### config.mk
export PLATFORM = sky130hd
export DESIGN_NAME = ecc_merge_buf
export DESIGN_NICKNAME = d
export VERILOG_FILES = /design/src/rtl/ecc_merge_buf.sv
export SDC_FILE = /design/constraint.sdc
export NUM_CORES = 1
export LEC_CHECK = 0
export BUFFER_PORTS_ARGS = -buffer_cell sky130_fd_sc_hd__buf_2
export CORE_MARGIN = 1
export CORE_UTILIZATION = 25
export DETAILED_ROUTE_END_ITERATION = 8
export SLEW_MARGIN = 20
export SYNTH_ARGS = -nofsm -noshare
export SYNTH_HDL_FRONTEND = slang
export SYNTH_SLANG_ARGS = --single-unit
### constraint.sdc
create_clock -name clk -period 4.8 [get_ports clk]
set_input_delay 0.24 -clock clk [delete_from_list [all_inputs] [get_ports clk]]
set_output_delay 0.24 -clock clk [all_outputs]
set_load 0.01 [all_outputs]
### src/rtl/ecc_merge_buf.sv
module ecc_merge_buf #(
  parameter int W  = 32,
  parameter int AW = 8
) (
  input  logic                      clk,
  input  logic                      rst_n,
  input  logic [AW+$clog2(W/8)-1:0] bus_addr,
  input  logic [W-1:0]              bus_wdata,
  input  logic [W/8-1:0]            bus_strb,
  input  logic                      bus_we,
  input  logic                      bus_re,
  output logic                      bus_ready,
  output logic [W-1:0]              bus_rdata,
  output logic                      bus_rerr,
  output logic [AW-1:0]             mem_addr,
  output logic                      mem_we,
  output logic                      mem_re,
  output logic [W+((W>32)?8:7)-1:0] mem_wdata,
  input  logic [W+((W>32)?8:7)-1:0] mem_rdata
);
  localparam int NB = W / 8;
  localparam int OB = $clog2(NB);
  localparam int C  = (W > 32) ? 8 : 7;
  localparam int R  = C - 1;

  typedef enum logic [1:0] {IDLE, FETCH, MERGE, RDATA} st_t;

  function automatic logic [R-1:0] ham(input logic [W-1:0] d);
    logic [R-1:0] h = '0;
    int j = 0;
    for (int p = 1; p <= W + R; p++) begin
      if ((p & (p - 1)) != 0) begin
        for (int i = 0; i < R; i++)
          if (p[i]) h[i] = h[i] ^ d[j];
        j++;
      end
    end
    return h;
  endfunction

  function automatic logic [W+C-1:0] enc(input logic [W-1:0] d);
    logic [R-1:0] h = ham(d);
    return {(^d) ^ (^h), h, d};
  endfunction

  function automatic logic [W-1:0] fix(input logic [W-1:0] d, input logic [R-1:0] s);
    logic [W-1:0] o = d;
    int j = 0;
    for (int p = 1; p <= W + R; p++) begin
      if ((p & (p - 1)) != 0) begin
        if (p[R-1:0] == s) o[j] = ~o[j];
        j++;
      end
    end
    return o;
  endfunction

  function automatic logic [W-1:0] merge(input logic [W-1:0] base, input logic [W-1:0] nw,
                                         input logic [NB-1:0] st);
    logic [W-1:0] o = base;
    for (int b = 0; b < NB; b++)
      if (st[b]) o[8*b +: 8] = nw[8*b +: 8];
    return o;
  endfunction

  st_t             st, nxt;
  logic            buf_valid;
  logic [AW-1:0]   buf_tag;
  logic [W-1:0]    buf_data;

  wire [AW-1:0] word    = bus_addr[AW+OB-1:OB];
  wire          full    = (&bus_strb) && (bus_addr[OB-1:0] == '0);
  wire          hit     = buf_valid && (buf_tag == word);
  wire [R-1:0]  syn     = mem_rdata[W+R-1:W] ^ ham(mem_rdata[W-1:0]);
  wire          par     = ^mem_rdata;
  wire [W-1:0]  corr    = par ? fix(mem_rdata[W-1:0], syn) : mem_rdata[W-1:0];
  wire          dbl     = !par && (syn != '0);
  wire          evict   = (st == IDLE) && bus_we && !full && !hit && buf_valid;

  assign mem_wdata = enc(evict ? buf_data : bus_wdata);
  assign mem_addr  = evict ? buf_tag : word;

  always_comb begin
    mem_we    = 1'b0;
    mem_re    = 1'b0;
    bus_ready = 1'b0;
    bus_rdata = corr;
    bus_rerr  = 1'b0;
    nxt       = st;
    case (st)
      IDLE: begin
        if (bus_we && full) begin
          mem_we    = 1'b1;
          bus_ready = 1'b1;
        end else if (bus_we) begin
          if (hit)            bus_ready = 1'b1;
          else if (buf_valid) begin mem_we = 1'b1; nxt = FETCH; end
          else                begin mem_re = 1'b1; nxt = MERGE; end
        end else if (bus_re) begin
          if (hit) begin
            bus_ready = 1'b1;
            bus_rdata = buf_data;
          end else begin
            mem_re = 1'b1;
            nxt    = RDATA;
          end
        end else begin
          bus_ready = 1'b1;
        end
      end
      FETCH: begin
        mem_re = 1'b1;
        nxt    = MERGE;
      end
      default: begin
        bus_ready = 1'b1;
        bus_rerr  = dbl;
        nxt       = IDLE;
      end
    endcase
  end

  always_ff @(posedge clk or negedge rst_n) begin
    if (!rst_n) begin
      st        <= IDLE;
      buf_valid <= 1'b0;
      buf_tag   <= '0;
      buf_data  <= '0;
    end else begin
      st <= nxt;
      if (st == IDLE && bus_we && hit) begin
        if (full) buf_valid <= 1'b0;
        else      buf_data  <= merge(buf_data, bus_wdata, bus_strb);
      end else if (st == MERGE) begin
        buf_data  <= merge(corr, bus_wdata, bus_strb);
        buf_tag   <= word;
        buf_valid <= 1'b1;
      end
    end
  end
endmodule

== Yosys cells after proc, flatten, opt, wreduce, memory -nomap -nowiden ==
Index checks and enable logic that the tools add are counted.
Widths: inputs -> output; s select.

* $add $sub $neg: 0
* Multiply operators: 0
* Div/mod/pow operators: 0
* $lt $le $gt $ge: 0
* Equality and inequality tests: 44
* Shift operators: 0
* Mux-type cells: 79
* Bitwise gates (word level): 203
* Reduce and logical (&&, ||, !) cells: 28

{| class="wikitable"
|+ Operators with widths
! operator !! number
|-
| $mux 32 || 11
|-
| $xor 1x1->1 || 169
|-
| $eq 5x6->1 const A || 15
|-
| $mux 8 || 10
|-
| $eq 4x6->1 const A || 7
|-
| $reduce_xor 39->1 || 1
|-
| $eq 6x6->1 const A || 6
|-
| $not 1->1 || 33
|-
| $reduce_xor 32->1 || 1
|-
| $mux 31 || 1
|-
| $mux 30 || 1
|-
| $mux 29 || 1
|-
| $mux 28 || 1
|-
| $mux 27 || 1
|-
| $mux 26 || 1
|-
| $mux 25 || 1
|-
| $mux 24 || 1
|-
| $mux 23 || 1
|-
| $mux 22 || 1
|-
| $mux 21 || 1
|-
| $mux 1 || 20
|-
| $mux 20 || 1
|-
| $mux 19 || 1
|-
| $eq 3x6->1 const A || 3
|-
| 35 further kinds || 65
|}

* Register bits after elaboration: 43
* Latch bits: 0
* Bits in writable memories: 0
* Memory bits (read-only): 0
* Input bits: 89
* Word-level logic and storage cells: 361
* Memories: 0

== Logic depth before layout (Yosys ltp) ==
Gate-level depths: netlist (run 1).

* Depth after elaboration: 57
* Mapped depth: 9
* Gate-level depth less buffers: 8

== Worst setup path before layout (run 1) ==
No wires, ideal clock.

* Kind: input port to output port
* Start: input port mem_rdata[17] (netlist name)
* End: output port bus_rdata[11]
* Arrival time: 2665 ps
* Required time: 4560 ps
* Slack: 1895 ps
* Cell stages on the path: 8
* Cell sequence: xor2_1 -> xnor2_1 -> xnor3_1 -> xnor3_2 -> xnor2_4 -> or4b_1 -> xor2_1 -> a21oi_1

* Cells in the longest elaborated chain, start to end: 38
* Elaborated cells on any way between the ends: 63

{| class="wikitable"
|+ Ends and longest elaborated chain
! what !! RTL line !! RTL
|-
| from (decl) || 19 || <nowiki>input logic [W+((W>32)?8:7)-1:0] mem_rdata</nowiki>
|-
| $xor 1x1->1 (9 in a row) || 34 || <nowiki>if (p[i]) h[i] = h[i] ^ d[j];</nowiki>
|-
| $xor 6x6->6 || 74 || <nowiki>wire [R-1:0] syn = mem_rdata[W+R-1:W] ^ ham(mem_rdata[W-1:0]);</nowiki>
|-
| $eq 5x6->1 || 51 || <nowiki>if (p[R-1:0] == s) o[j] = ~o[j];</nowiki>
|-
| $mux 12 || 51 ||
|-
| $mux 13 || 51 ||
|-
| $mux 14 || 51 ||
|-
| $mux 15 || 51 ||
|-
| $mux 16 || 51 ||
|-
| [... 14 more ...] || -- ||
|-
| $mux 31 || 51 ||
|-
| $mux 32 || 51 ||
|-
| $mux 32 * || 76 || <nowiki>wire [W-1:0] corr = par ? fix(mem_rdata[W-1:0], syn) : mem_rdata[W-1:0];</nowiki>
|-
| $mux 32 || 100 || <nowiki>if (hit) begin</nowiki>
|-
| $mux 32 || 99 || <nowiki>end else if (bus_re) begin</nowiki>
|-
| $mux 32 || 95 || <nowiki>end else if (bus_we) begin</nowiki>
|-
| $mux 32 || 92 || <nowiki>if (bus_we && full) begin</nowiki>
|-
| $mux 32 * || 90 || <nowiki>case (st)</nowiki>
|-
| to (decl) || 13 || <nowiki>output logic [W-1:0] bus_rdata,</nowiki>
|}

Every way passes the cells marked *; elsewhere a longest branch is shown, timed or not.

== Worst setup path after layout (run 1) ==
* Start: input port mem_rdata[5] (netlist name)
* End: output port bus_rdata[31]

* Cells in the longest elaborated chain, start to end: 24
* Elaborated cells on any way between the ends: 39

{| class="wikitable"
|+ Ends and longest elaborated chain
! what !! RTL line
|-
| $xor 1x1->1 (15 in a row) || 34
|-
| $xor 6x6->6 || 74
|-
| $eq 6x6->1 || 51
|-
| $mux 32 || 51
|-
| $mux 32 * || 76
|-
| $mux 32 || 100
|-
| $mux 32 || 99
|-
| $mux 32 || 95
|-
| $mux 32 || 92
|-
| $mux 32 * || 90
|}

Marks and branches as above.

==> flow_summary_export.csv, run 1 <==
group,metric,value,unit
clocking,cts_setup_buffers,0,
placed_design,place_congestion,0.874,
synthesis,yosys.area.top_type,"xnor2_1",
synthesis,synthCells,650,
synthesis,synth_area,5600,um2
setup_path,r2r_slack,1.95,ns
route,wl_per_cell,18.9,um
floorplan,dieHeight,152,um
placed_design,hpwl,17100,um
grt,grt_pass1_wl,30500,um
pwr,p_per_area,772,nW/um2
synthesis,synth_fp_nets,739,
grt,grt_pass1_vias,5186,
pwr,p_leak,2.78,nW
timing,period_share,70.6,%
timing,rsz0062_at_grt,"false",
synthesis,yosys.cell_types.count,49,
clocking,clk_path_buf_depth,2,
setup_path,r2r_cells,7,
pwr,vdd_drop_max,0.495,mV
clocking,ctsHoldBuffers,0,
clocking,htreeDepth,2,
route,drt_first_pass_iters,5,
synthesis,ys_ff_latch,43,
setup_path,worstPathRequired,4.56,ns
route,via_count,5272,
flow_run,max-cap-violations,0,
timing,slew-limit-headroom,30.7,%
grt,gr-total-overflow,0,
setup_path,worstPathBufferInverterCount,2,
setup_path,cp_top_family,"XOR/XNOR gates",
synthesis,synth_top_area_share,27.7,%
clocking,ctsResizeCount,0,
clocking,tritoncts,"yes",
setup_path,reg2reg_to,"buf_data[4]",
setup_path,rr_startpoint,"buf_tag[3]",
timing,finalSetupViolCount,0,
timing,hold_viol_final,0,
clocking,numCtsBuffers,5,
synthesis,async_flop_share,100,%
setup_path,cp_max_fo,10,
setup_path,crit_chain,"buf_2 -> xnor2_1 -> xnor3_1 -> xor2_1 -> and3_1 -> nor2_1 -> and4b_1 -> xnor2_1 -> a21oi_1 -> buf_2",
cells_and_area,drive_above_1_share,30.6,%
cells_and_area,postLayoutCoreUtil,31.5,%
floorplan,row_count,54,
grt,grt_max_degree,65,
status,status,"finished clean",
setup_path,path_class,"in2out",
clocking,clk_pin_slew,0.06,ns
synthesis,avgSynthCellArea,8.61,um2
grt,grtUsageTotal,18.0,%
route,drc,0,
floorplan,die-area,23000,um2
synthesis,synthTopCellsByArea,"xnor2_1, dfrtp_1, mux2_2, xor2_1, xnor3_1",
timing,worstMarginPinSlew,1.04,ns
placed_design,port-buffer-count,171,
setup_path,arrival,3.15,ns
timing,tns,0,ns
cells_and_area,area_growth,23.1,%
setup_path,end_kind,"output port",
route,avgViaCountPerCell,4.84,
setup_path,max_stage_delay,0.66,ns
route,first_iter_violations,321,
floorplan,core_area,21900,um2
worst_hold_path,hold_path.class,"in2async",
clocking,clockRootBuffer,"clkbuf_16",
synthesis,yosys_warnings,0,
synthesis,synth_common_cells,"xnor2_1, nand2_1, nor2_1",
timing,finClkSkew,0.00367,ns
synthesis,synth_top_flop_cell,"dfrtp_1",
floorplan,start_util,25.6,%
route,ant_nets,0,
synthesis,synth_enable_flop_cells,0,
timing,fmax,295,MHz
setup_path,cp_slowest_cell,"nor2_1",
clocking,worst_skew_pair.late_latency,0.29,ns
timing,slew_violations,0,
synthesis,seq_area_frac_synth,19.2,%
floorplan,die-width,152,um
clocking,clock-sinks,43,
grt,antenna_found_initial,2,
synthesis,yosysMostFrequentCell,"xnor2_1",
route,wl,20600,um
floorplan,io_pins,172,
cells_and_area,layout.nets,896,
setup_path,start_kind,"primary input",
timing,post-route-min-period,3.39,ns
==> layout by cell type, fill, tap and decap left out, drive strengths merged, types with 2 or more instances in the layout <==
cell / count
nor3: 13
clkinv: 3
nor2: 49
nand2: 54
nor2b: 13
inv: 6
a32oi: 3
nand2b: 3
clkbuf: 5
and2: 3
xor2: 39
nand4: 6
and3: 2
xnor2: 180
nor4b: 3
or2: 2
o31ai: 16
a211oi: 2
a31oi: 9
dfrtp: 43
a22oi: 18
nand4b: 2
mux2i: 4
xnor3: 13
a21oi: 45
mux2: 41
nand3: 11
o22ai: 11
diode: 2
buf: 177
nor4: 8
o21ai: 16
==> layout make-up <==
type / instances / area [um2]
fillers: 2360 / 15000
clock inverters: 3 / 15.0
flip-flops and latches: 43 / 1080
well taps: 280 / 350
multi-input cells: 574 / 4400
diodes: 2 / 5.00
clock buffers: 5 / 125
repair buffers: 177 / 901
inverters: 6 / 22.5
==> worst register-to-register path, stage by stage (launching register included) <==
cell and delay (ns):
dfrtp_1 0.41, xnor2_1 0.20, nand4_1 0.24, or3_1 0.48, nor2_1 0.49, a21oi_1 0.46
a22oi_1 0.32, o31ai_1 0.10
==> sequential cells by signal (all words and copies together) (netlist names) <==
register	flops
buf_data	32
buf_tag	8
st	2
buf_valid	1
==> cells by family after synthesis <==
kind of cell	count (synthesis)	synth area share, %
xor+xnor	232	40.2
simple gates	174	15.8
compound gates	123	13.4
flops	43	19.2
buf+inv	33	2.35
mux	45	9.10
==> power by group <==
group	total (mW)	internal, mW	leakage (nW)	switching (mW)
sequential	0.838	0.537	0.518	0.300
combinational	4.13	1.92	2.19	2.21
clock	0.345	0.190	0.0734	0.154
==> stage by stage <==
stage,hold slack (ns),power (mW),setup slack [ns],area [um2],instances
floorplan,-0.0556,3.93,1.89,5600,650
global placement,0.371,4.95,1.48,6740,1080
detailed placement,0.367,4.98,1.44,6740,1080
CTS,0.0569,5.34,1.44,6880,1088
global route,0.0895,5.73,1.16,6890,1089
finish,0.0329,5.32,1.41,6890,1090
==> metal layers <==
layer  GRT usage, %  up-vias  routed length [um]
met5              0        -                   0
met3           3.59       23                1400
met4           5.45        0                 420
li1               -     2579                   -
met1           23.5     2506                9060
met2           29.9      164                9740
==> how the worst max path moves through the flow <==
stage	slack [ns]	endpoint	startpoint	depth (start not counted)
2_1_floorplan	1.89	bus_rdata[11]	mem_rdata[17]	8
3_3_place_gp	1.48	bus_rdata[11]	mem_rdata[17]	10
3_5_place_dp	1.44	bus_rdata[31]	mem_rdata[5]	10
4_1_cts	1.44	bus_rdata[31]	mem_rdata[5]	10
5_1_grt	1.16	bus_rdata[2]	mem_rdata[17]	10
6_report	1.41	bus_rdata[31]	mem_rdata[5]	10
Note: power is estimated with default switching activity, not from simulation.
==> run 2, diff against run 1 <==
- clock period: 4.8 -> 3.4 ns (I/O delays scaled with it)
==> flow_summary_export.csv, run 2 (synthesized netlist as in run 1, its figures left out) <==
group,metric,value,unit
cells_and_area,largestRegisters,"buf_data (32), buf_tag (8), st (2)",
clocking,htreeDepth,2,
timing,hold_viol_final,0,
clocking,clock-sinks,43,
clocking,clk_path_buf_depth,2,
clocking,clockRootBuffer,"clkbuf_16",
grt,grt_pass1_vias,5134,
setup_path,cp_max_fo,9,
setup_path,cp_top_family,"XOR/XNOR gates",
setup_path,max_stage_delay,0.55,ns
grt,grt_max_degree,65,
clocking,tritoncts,"yes",
setup_path,cp.depth,10,
placed_design,hpwl,17200,um
worst_hold_path,min-delay-start,"bus_addr[4]",
route,first_iter_violations,328,
setup_path,start_kind,"primary input",
cells_and_area,finalInstanceArea,7020,um2
floorplan,die-area,23000,um2
route,wl,20700,um
setup_path,rr_startpoint,"buf_tag[3]",
pwr,p_per_area,1090,nW/um2
cells_and_area,largest_register_ffs,32,
route,drc,0,
setup_path,worstPathBufferInverterCount,2,
cells_and_area,layout_commonest_cell,"xnor2_1",
placed_design,placed_cell_area,6850,um2
route,drt_first_pass_iters,7,
floorplan,io_pins,172,
timing,finClkSkew,0.00565,ns
floorplan,core_area,21900,um2
setup_path,path_class,"in2out",
timing,post-route-min-period,3.19,ns
setup_path,end_kind,"output port",
pwr,power,7.69,mW
timing,slew-limit-headroom,31.6,%
setup_path,crit_chain,"buf_2 -> xnor2_2 -> xnor3_2 -> xnor3_1 -> xnor3_2 -> xnor2_4 -> or4b_1 -> xor2_1 -> a21oi_1 -> buf_2",
setup_path,endpoint,"bus_rdata[11]",
worst_hold_path,hold_path.class,"in2reg",
clocking,worst_skew_pair.late_latency,0.30,ns
setup_path,r2r_slack,0.95,ns
route,via_count,5303,
floorplan,row_count,54,
clocking,clk_pin_slew,0.07,ns
setup_path,arrival,3.02,ns
route,wl_per_cell,18.7,um
cells_and_area,area_growth,25.5,%
pwr,p_leak,2.85,nW
grt,grt_pass1_wl,30800,um
pwr,vdd_drop_max,0.670,mV
clocking,numCtsBuffers,5,
grt,antenna_found_initial,1,
timing,tns,0,ns
clocking,ctsResizeCount,0,
timing,finalSetupViolCount,0,
placed_design,port-buffer-count,171,
floorplan,start_util,25.6,%
floorplan,die-width,152,um
grt,grtUsageTotal,18.1,%
clocking,cts_setup_buffers,0,
cells_and_area,drive_above_1_share,31.4,%
setup_path,cp_slowest_cell,"or4b_1",
cells_and_area,final_cell_mix,"xnor2_1, buf_2, nand2_1, nor2_1, a21oi_1",
setup_path,crit_start,"mem_rdata[25]",
route,avgViaCountPerCell,4.81,
setup_path,worstPathRequired,3.23,ns
timing,worstMarginPinSlew,1.03,ns
timing,slew_violations,0,
grt,gr-total-overflow,0,
cells_and_area,layout.nets,909,
floorplan,dieHeight,152,um
setup_path,r2r_cells,7,
timing,period_share,93.9,%
cells_and_area,top_register,"buf_data",
timing,rsz0062_at_grt,"false",
route,ant_nets,0,
timing,fmax,313,MHz
placed_design,place_congestion,0.876,
flow_run,max-cap-violations,0,
setup_path,reg2reg_to,"buf_data[6]",
status,status,"finished clean",
timing,hold_ws,0.101,ns
==> run 2: report_power, final <==
group          internal [mW]  switching, mW
logic                   2.81           3.14
clock network          0.313          0.231
registers              0.758          0.434
total                   3.88           3.80
==> run 2: tightest hold or removal path, cell delays in order <==
cell,delay (ns)
buf_2,0.11
nand2_1,0.05
nand2_1,0.04
==> run 2: worst min-delay path by stage <==
| stage | slack [ns] | depth (start not counted) | end |
|---|---|---|---|
| floorplan | -0.13 | 0 | buf_data[0] |
| global placement | 0.40 | 3 | buf_tag[1] |
| detailed placement | 0.41 | 3 | buf_tag[2] |
| CTS | 0.1 | 1 | buf_tag[5] |
| global route | 0.12 | 3 | buf_tag[4] |
| finish | 0.10 | 3 | buf_tag[2] |
==> run 2: metal layers <==
metal  GRT usage (%)  wire [um]  up-vias
met3            2.25       1110       21
met2            30.8       9870      174
met5               0          0        -
met4            5.45        461        0
met1            23.6       9220     2503
li1                -          -     2605
==> run 2: repair_timing <==
action	in CTS	in global routing
endpoints found under the hold margin	0	43
hold buffers	0	1
setup endpoints to repair	0	0
==> run 2: layout make-up <==
| cell class | count | area, um2 |
|---|---|---|
| Inverter | 6 | 22.5 |
| Timing Repair Buffer | 190 | 1020 |
| Sequential cell | 43 | 1080 |
| Multi-Input combinational cell | 574 | 4390 |
| Clock buffer | 7 | 153 |
| Clock inverter | 1 | 7.51 |
| Fill cell | 2385 | 14900 |
| Tap cell | 280 | 350 |
| Antenna cell | 1 | 2.50 |
==> run 2: per-stage QoR <==
stage / instances / util [%] / setup slack (ns)
6_report: 1102 / 32.1 / 0.206
5_1_grt: 1101 / 32.1 / 0.0230
4_1_cts: 1100 / 32.0 / 0.215
3_5_place_dp: 1092 / 31.3 / 0.218
3_3_place_gp: 1092 / 31.3 / 0.193
2_1_floorplan: 650 / - / 0.635
==> run 3, diff against run 2 <==
--- a/config.mk
+++ b/config.mk
@@ -11,2 +11,4 @@
 export DETAILED_ROUTE_END_ITERATION = 8
+export HOLD_SLACK_MARGIN = 0.12
+export PLACE_DENSITY_LB_ADDON = 0.12
 export SLEW_MARGIN = 20
==> constraint.sdc (replaced) <==
create_clock -name clk -period 3.4 [get_ports clk]
set_input_delay 0.85 -clock clk [delete_from_list [all_inputs] [get_ports clk]]
set_output_delay 0.85 -clock clk [all_outputs]
set_load 0.01 [all_outputs]
==> flow_summary_export.csv, run 3 (synthesized netlist as in run 1, its figures left out) <==
group,metric,value,unit
clocking,clk_path_buf_depth,2,
floorplan,core_area,21900,um2
floorplan,io_pins,172,
setup_path,r2r_cells,10,
status,violations,"negative setup slack",
setup_path,rr_startpoint,"buf_tag[3]",
placed_design,port-buffer-count,171,
route,drt_first_pass_iters,5,
pwr,power,10.7,mW
timing,fmax,241,MHz
grt,gr-total-overflow,0,
placed_design,placed_cell_area,8280,um2
cells_and_area,drive_above_1_share,59.7,%
cells_and_area,finalInstanceArea,10300,um2
setup_path,reg2reg_to,"buf_data[18]",
setup_path,path_class,"in2out",
cells_and_area,largest_register_ffs,32,
route,avgViaCountPerCell,4.70,
pwr,p_per_area,1030,nW/um2
clocking,ctsHoldBuffers,0,
setup_path,cp_max_fo,8,
placed_design,place_ws,-0.825,ns
floorplan,start_util,25.6,%
cells_and_area,final_cell_mix,"buf_4, buf_2, xnor2_1, buf_6, nand2_1",
setup_path,end_kind,"output port",
clocking,worst_skew_pair.late_latency,0.30,ns
cells_and_area,layout_commonest_cell,"buf_4",
setup_path,r2r_slack,0.96,ns
clocking,clk_pin_slew,0.07,ns
cells_and_area,instances_no_fill,1298,
timing,rsz0062_at_grt,"true",
grt,grt_pass1_wl,35000,um
floorplan,die-width,152,um
timing,worstMarginPinSlew,0.852,ns
setup_path,start_kind,"primary input",
cells_and_area,fillers,2142,
cells_and_area,seq_area,1080,um2
route,ant_nets,0,
clocking,clock-sinks,43,
route,wl,24500,um
clocking,htreeDepth,2,
grt,grt_pass1_vias,5971,
cells_and_area,multi_input_area,5710,um2
worst_hold_path,hold_path.class,"reg2reg",
route,first_iter_violations,262,
timing,finClkSkew,0.0111,ns
route,via_count,6099,
clocking,tritoncts,"yes",
grt,grtUsageTotal,20.6,%
flow_run,max-cap-violations,0,
cells_and_area,largestRegisters,"buf_data (32), buf_tag (8), st (2)",
timing,hold_viol_final,0,
status,status,"finished, violations left",
route,wl_per_cell,18.8,um
cells_and_area,top_register,"buf_data",
timing,finalSetupViolCount,42,
setup_path,endpoint,"bus_rdata[11]",
clocking,clockRootBuffer,"clkbuf_16",
pwr,vdd_drop_max,1.23,mV
floorplan,die-area,23000,um2
route,drc,0,
timing,layout_setup_ws,-0.755,ns
timing,hold_ws,0.526,ns
clocking,numCtsBuffers,5,
setup_path,crit_start,"mem_rdata[13]",
timing,period_share,122,%
floorplan,row_count,54,
pwr,p_leak,4.54,nW
floorplan,dieHeight,152,um
placed_design,hpwl,19300,um
timing,post-route-min-period,4.16,ns
cells_and_area,area_growth,84.5,%
placed_design,dp.cells,1253,
timing,slew-limit-headroom,43.2,%
grt,antenna_found_initial,1,
timing,slew_violations,0,
placed_design,place_congestion,0.915,
cells_and_area,layout.nets,1105,
setup_path,worstPathRequired,2.55,ns
grt,grt_max_degree,65,
setup_path,arrival,3.31,ns
[run 3: worst max-delay path, stage by stage]
cell and delay (ns):
buf_4 0.16, xnor2_2 0.15, xnor2_2 0.15, xnor2_1 0.21
xnor3_2 0.53, xnor2_4 0.21, or4b_4 0.55, xor2_2 0.17
a21oi_2 0.16, buf_2 0.16
[run 3: worst min-delay path by stage]
stage                            end  slack (ns)       start  cells past startpoint
after detailed placement  buf_tag[6]        0.51  buf_tag[6]                      2
final                     buf_tag[6]        0.53  buf_tag[6]                      2
after global routing      buf_tag[1]        0.55  buf_tag[1]                      2
after floorplan           buf_tag[7]        0.48  buf_tag[7]                      2
after CTS                 buf_tag[6]        0.53  buf_tag[6]                      2
after global placement    buf_tag[1]        0.51  buf_tag[1]                      2
[run 3: routing by layer]
| layer | wire length, um | vias to the layer above | global-route usage [%] |
|---|---|---|---|
| li1 | - | 2979 | - |
| met1 | 10800 | 2933 | 26.7 |
| met4 | 537 | 0 | 6.09 |
| met2 | 12300 | 163 | 36.5 |
| met3 | 808 | 24 | 1.38 |
| met5 | 0 | - | 0 |
[run 3: final cells by class]
class	instances	area share (%)
diodes	1	0.0242
flip-flops and latches	43	10.4
multi-input cells	575	55.3
inverters	6	0.218
clock buffers	5	1.21
clock inverters	3	0.460
repair buffers	385	29.0
well taps	280	3.39
[run 3: power by group]
part | internal [mW] | switching (mW) | total (mW)
clock network | 0.352 | 0.244 | 0.596
registers | 0.758 | 0.397 | 1.16
logic | 4.63 | 4.29 | 8.92
[run 3: timing repair]
item	CTS	global route
endpoints found under the setup margin	73	77
gates cloned	1	3
resized for setup	140	126
pin swaps	65	73
buffers inserted	23	25
[run 3: stage by stage]
step | util (%) | TNS, ns
floorplan | - | -9.62
global placement | 37.8 | -28.47
detailed placement | 37.8 | -27.63
CTS | 42.8 | -22.84
global route | 47.2 | -27.51
finish | 47.2 | -22.48
